[config.mk]
export PLATFORM = sky130hd
export DESIGN_NAME = irqt_scan_timer
export DESIGN_NICKNAME = d
export VERILOG_FILES = /design/src/rtl/irqt_pkg.sv /design/src/rtl/irqt_edge.sv /design/src/rtl/irqt_decode.sv /design/src/rtl/irqt_scan_timer.sv
export SDC_FILE = /design/constraint.sdc
export NUM_CORES = 1
export LEC_CHECK = 0
export CORE_MARGIN = 1.5
export CORE_UTILIZATION = 43
export DETAILED_ROUTE_END_ITERATION = 7
export PLACE_DENSITY = 0.78
export REMOVE_ABC_BUFFERS = 1
export SLEW_MARGIN = 20
export SYNTH_ARGS = -nofsm -noshare
export SYNTH_HDL_FRONTEND = slang
export SYNTH_SLANG_ARGS = --single-unit
[constraint.sdc]
create_clock -name clk -period 1.9 [get_ports clk]
set_input_delay 0.57 -clock clk [delete_from_list [all_inputs] [get_ports clk]]
set_output_delay 0.57 -clock clk [all_outputs]
set_load 0.01 [all_outputs]
[src/rtl/irqt_pkg.sv]
package irqt_pkg;

    // Command decoded from one CPU write cycle in the cartridge window.
    typedef enum logic [2:0] {
        CMD_NONE,
        CMD_ACK,
        CMD_RUN,
        CMD_STOP,
        CMD_FORCE
    } irqt_cmd_e;

endpackage

[src/rtl/irqt_edge.sv]
// Resynchronises an asynchronous level and flags each high-to-low transition.
module irqt_edge #(
    parameter int SYNC_STAGES = 2
) (
    input  logic clk,
    input  logic rst_n,
    input  logic din,
    output logic fall
);
    localparam int PIPE_W = SYNC_STAGES + 1;

    logic [PIPE_W-1:0] pipe_d, pipe_q;

    always_comb begin
        pipe_d = {pipe_q[PIPE_W-2:0], din};
    end

    always_ff @(posedge clk) begin
        if (!rst_n) pipe_q <= '0;
        else        pipe_q <= pipe_d;
    end

    // Top bit is the previous synchronised sample, the one below is the current.
    assign fall = pipe_q[PIPE_W-1] & ~pipe_q[PIPE_W-2];
endmodule

[src/rtl/irqt_decode.sv]
// Turns a CPU bus cycle into a timer command; the data bus plays no part.
module irqt_decode
    import irqt_pkg::*;
#(
    parameter int ADDR_W = 15
) (
    input  logic [ADDR_W-1:0] addr,
    input  logic              rw,
    input  logic              romsel_n,
    output irqt_cmd_e         cmd
);
    localparam int HI_BIT = ADDR_W - 1;

    logic       wr_cycle;
    logic [2:0] sel;
    logic       unused_addr_bits;

    assign wr_cycle         = ~romsel_n & ~rw;
    assign sel              = {addr[HI_BIT], addr[3], addr[2]};
    assign unused_addr_bits = ^{addr[HI_BIT-1:4], addr[1:0]};

    always_comb begin
        cmd = CMD_NONE;
        if (wr_cycle) begin
            unique case (sel)
                3'b101:  cmd = CMD_ACK;
                3'b110:  cmd = CMD_RUN;
                3'b111:  cmd = CMD_STOP;
                3'b011:  cmd = CMD_FORCE;
                default: cmd = CMD_NONE;
            endcase
        end
    end
endmodule

[src/rtl/irqt_scan_timer.sv]
module irqt_scan_timer
    import irqt_pkg::*;
#(
    parameter int ADDR_W      = 15,
    parameter int TERM_COUNT  = 86,
    parameter int SYNC_STAGES = 2
) (
    input  logic              clk,
    input  logic              rst_n,
    input  logic [ADDR_W-1:0] cpu_addr,
    input  logic              cpu_rw,
    input  logic              romsel_n,
    input  logic              ppu_a13,
    output logic              irq_n
);
    localparam int              CNT_W    = $clog2(TERM_COUNT);
    localparam logic [CNT_W-1:0] LAST_CNT = CNT_W'(TERM_COUNT - 1);

    typedef struct packed {
        logic             run;
        logic             irq;
        logic [CNT_W-1:0] cnt;
    } state_t;

    localparam state_t RESET_STATE = '{run: 1'b0, irq: 1'b0, cnt: '0};

    state_t    st_d, st_q;
    irqt_cmd_e cmd;
    logic      a13_fall;
    logic      term_hit;

    irqt_edge #(.SYNC_STAGES(SYNC_STAGES)) i_edge (
        .clk   (clk),
        .rst_n (rst_n),
        .din   (ppu_a13),
        .fall  (a13_fall)
    );

    irqt_decode #(.ADDR_W(ADDR_W)) i_decode (
        .addr     (cpu_addr),
        .rw       (cpu_rw),
        .romsel_n (romsel_n),
        .cmd      (cmd)
    );

    always_comb begin
        st_d     = st_q;
        term_hit = 1'b0;

        if (a13_fall && st_q.run) begin
            if (st_q.cnt == LAST_CNT) begin
                st_d.cnt = '0;
                term_hit = 1'b1;
            end else begin
                st_d.cnt = st_q.cnt + 1'b1;
            end
        end

        if (cmd == CMD_RUN)  st_d.run = 1'b1;
        if (cmd == CMD_STOP) st_d.run = 1'b0;

        // Counter is held clear whenever the run flag is off.
        if (!st_d.run) st_d.cnt = '0;

        if (term_hit || cmd == CMD_FORCE) st_d.irq = 1'b1;
        if (cmd == CMD_ACK || cmd == CMD_STOP) st_d.irq = 1'b0;
    end

    always_ff @(posedge clk) begin
        if (!rst_n) st_q <= RESET_STATE;
        else        st_q <= st_d;
    end

    assign irq_n = ~st_q.irq;
endmodule

==> impl_metrics.tcl <==
set metrics [dict create \
    irDropWorstVdd_mv 0.310 \
    finalPower_mw 0.493 \
    maxCapViolCount 0 \
    end_kind "register" \
    cts_resized 0 \
    reg2reg_depth 4 \
    slowest_delay_ps 470 \
    die_w_um 41.2 \
    finalSetupViolations 0 \
    final_core_util_pct 56.8 \
    grt_max_degree 11 \
    die_area_um2 1700 \
    critPathLaunch "romsel_n" \
    worstPathRequired_ps 2050 \
    nNetsFinal 100 \
    syn_inst 65 \
    cellPowerDensity_nw_per_um2 650 \
    syn_avg_cell_area_um2 9.64 \
    routed_wirelength_mm 1.23 \
    cp-endpoint "st_q[6]" \
    cts.htree.levels 1 \
    p_clk_share_pct 41.4 \
    r2r_slack_ps 260 \
    crit_family "buffers and inverters" \
    ys_ff_latch 12 \
    cts_buffers 3 \
    wl_per_cell_um 13.4 \
    root_buffer "clkbuf_4" \
    track_usage_pct 16.4 \
    drc 0 \
    clk_latency_ps 270 \
    antenna_found_initial 0 \
    ys_types 31 \
    worstPathMaxFanout 8 \
    synthesis.area_um2 627 \
    r2r_end "st_q[6]" \
    crit_path_cell_trace "clkdlybuf4s50_1 > and4bb_2 > mux2i_1 > buf_4 > a2111oi_1" \
    drt-initial-drc-count 14 \
    r2r_start "st_q[0]" \
    grt_pass1_vias 420 \
    max_freq_mhz 579 \
    drive_gt1_share_pct 13.0 \
    cts.sinks 12 \
    final.min_clock_period_ps 1730 \
    cpMaxStageDelayCell "clkdlybuf4s50_1" \
    rows 13 \
    swShare_pct 20.6 \
    slew_violations 0 \
    die_y_um 41.2 \
    num_vias 526 \
    cts_tree "built" \
    hpwl_um 924 \
    arrival_ps 1880 \
    final_antenna_net_count 0 \
    gp_congestion 0.821 \
    crit_type "input port to register" \
    dp_cells 88 \
    slew_headroom_pct 62.5 \
    layout.cells.non_filler 92 \
    cp_num_cells 5 \
    startpoint_type "input port" \
    post_cts_buffers 0 \
    initial_core_util_pct 47.0 \
    fin_crit_sh_pct 90.9 \
    p_leak_nw 0.276 \
    synth_warnings 0 \
    critPathBufInv 2 \
    grt_pass1_wl_mm 1.82 \
    switchingPower_mw 0.101 \
    hold_viol 0 \
    clk_pin_slew_ps 80 \
    sequentialPowerShare_pct 52.1 \
    yosysSeqAreaShare_pct 38.3 \
    outcome "complete, no violations" \
    overflow 0 \
    tightest_slew_ps 555 \
    area_delta_synth_final_pct 21.0 \
    port_buffers 8 \
    p_int_mw 0.391 \
    rsz0062_at_grt "false" \
    core_area_um2 1330 \
    hold-worst-slack_ps 441 \
    fin_worst_skew_ps 3.02 \
    pwr-share-comb_pct 6.4 \
    via_per_inst 5.72 \
    dr.pass1.iters 4 \
    cts_hold_buf 0 \
    antenna_cells 0 \
    hold_path_class "register to register" \
    io_pins 21 \
    clockBufferDepth 2 \
]
==> area by class of cell <==
class,instances,area (um2)
fill,118,576
multi-input combinational,45,349
sequential,12,240
timing repair buffer,9,87.6
clock buffer,4,36.3
inverter,7,26.3
tap,15,18.8
==> Yosys cell counts <==
library cell | n | share of area, %
nor3_1 | 2 | 1.6
and3_1 | 1 | 1.0
a2111oi_1 | 1 | 1.6
nand2_2 | 1 | 1.0
a311oi_1 | 2 | 2.8
nor4b_1 | 1 | 1.4
o31ai_1 | 1 | 1.2
a211oi_1 | 3 | 3.6
nand4b_1 | 1 | 1.4
or3_1 | 2 | 2.0
and4bb_2 | 1 | 2.0
nand2_1 | 5 | 3.0
o21ai_0 | 1 | 0.80
ha_1 | 2 | 4.0
nand4bb_2 | 1 | 2.6
a311o_2 | 1 | 1.8
a2111o_1 | 1 | 1.8
mux2i_1 | 2 | 3.2
and2_1 | 3 | 3.0
inv_1 | 7 | 4.2
nand3b_4 | 1 | 3.2
nand3b_1 | 1 | 1.2
nor2_1 | 2 | 1.2
nor4bb_1 | 1 | 1.6
a2111oi_0 | 1 | 1.4
nand3_1 | 4 | 3.2
buf_6 | 1 | 1.8
or4_1 | 1 | 1.2
o311a_1 | 1 | 1.6
dfxtp_1 | 12 | 38
a211o_1 | 1 | 1.4
==> logic make-up (layout without fill, tap and decap cells) <==
group,Yosys count,count (layout),share of synthesized area (%)
simple gates,28,28,30.5
compound gates,13,13,18.0
flops,12,12,38.3
buf+inv,8,20,5.99
fa+ha+maj,2,2,3.99
mux,2,2,3.19
==> power by group through the flow <==
stage	Clock (mW)	Sequential, mW	Combinational, mW
5_1_grt	0.224	0.257	0.0341
4_1_cts	0.212	0.257	0.0319
3_5_place_dp	0	0.263	0.0318
2_1_floorplan	0	0.263	0.0106
3_3_place_gp	0	0.263	0.0310
6_report	0.204	0.257	0.0316
==> per-layer routing <==
| layer | part of all wire [%] | track usage [%] | up-vias |
|---|---|---|---|
| met5 | 0 | 0 | - |
| met4 | 0 | 4.84 | 0 |
| met3 | 3.7 | 3.26 | 0 |
| met2 | 46 | 23.8 | 15 |
| met1 | 50 | 24.0 | 241 |
| li1 | - | - | 270 |
==> how the worst min path moves through the flow <==
stage,from,endpoint,slack [ps],cells after the start
finish,i_edge.pipe_q[0],i_edge.pipe_q[1],440,1
global route,i_edge.pipe_q[0],i_edge.pipe_q[1],460,1
CTS,i_edge.pipe_q[0],i_edge.pipe_q[1],450,1
detailed placement,i_edge.pipe_q[0],i_edge.pipe_q[1],430,1
global placement,i_edge.pipe_q[0],i_edge.pipe_q[1],420,1
floorplan,i_edge.pipe_q[0],i_edge.pipe_q[1],410,1
==> sequential cells by signal (all words and copies together) (netlist names) <==
register and flops:
st_q 9, i_edge.pipe_q 3
==> stage by stage <==
step / instance area (um2) / setup TNS (ps) / worst slack, ps
after global placement: 722 / -13.8 / -13.1
final: 758 / 0 / 174
after detailed placement: 722 / -165 / -130
after floorplan: 616 / 0 / 385
after global routing: 758 / 0 / 96.8
after CTS: 758 / 0 / 157
==> placed cells by master (no fill, tap or decap), types with 3 or more instances in the layout <==
cell and count:
dfxtp_1 12, clkdlybuf4s50_1 8, inv_1 7, nand2_1 5
nand3_1 4, and2_1 3, a211oi_1 3, clkbuf_4 3
==> worst reg2reg max path, delay by kind of cell (launching register included) <==
family          cells  cell delay (ps)
compound gates      1              430
fa+ha+maj           1              250
simple gates        2              430
flops               1              420
Power figures use the tool's default switching activity.
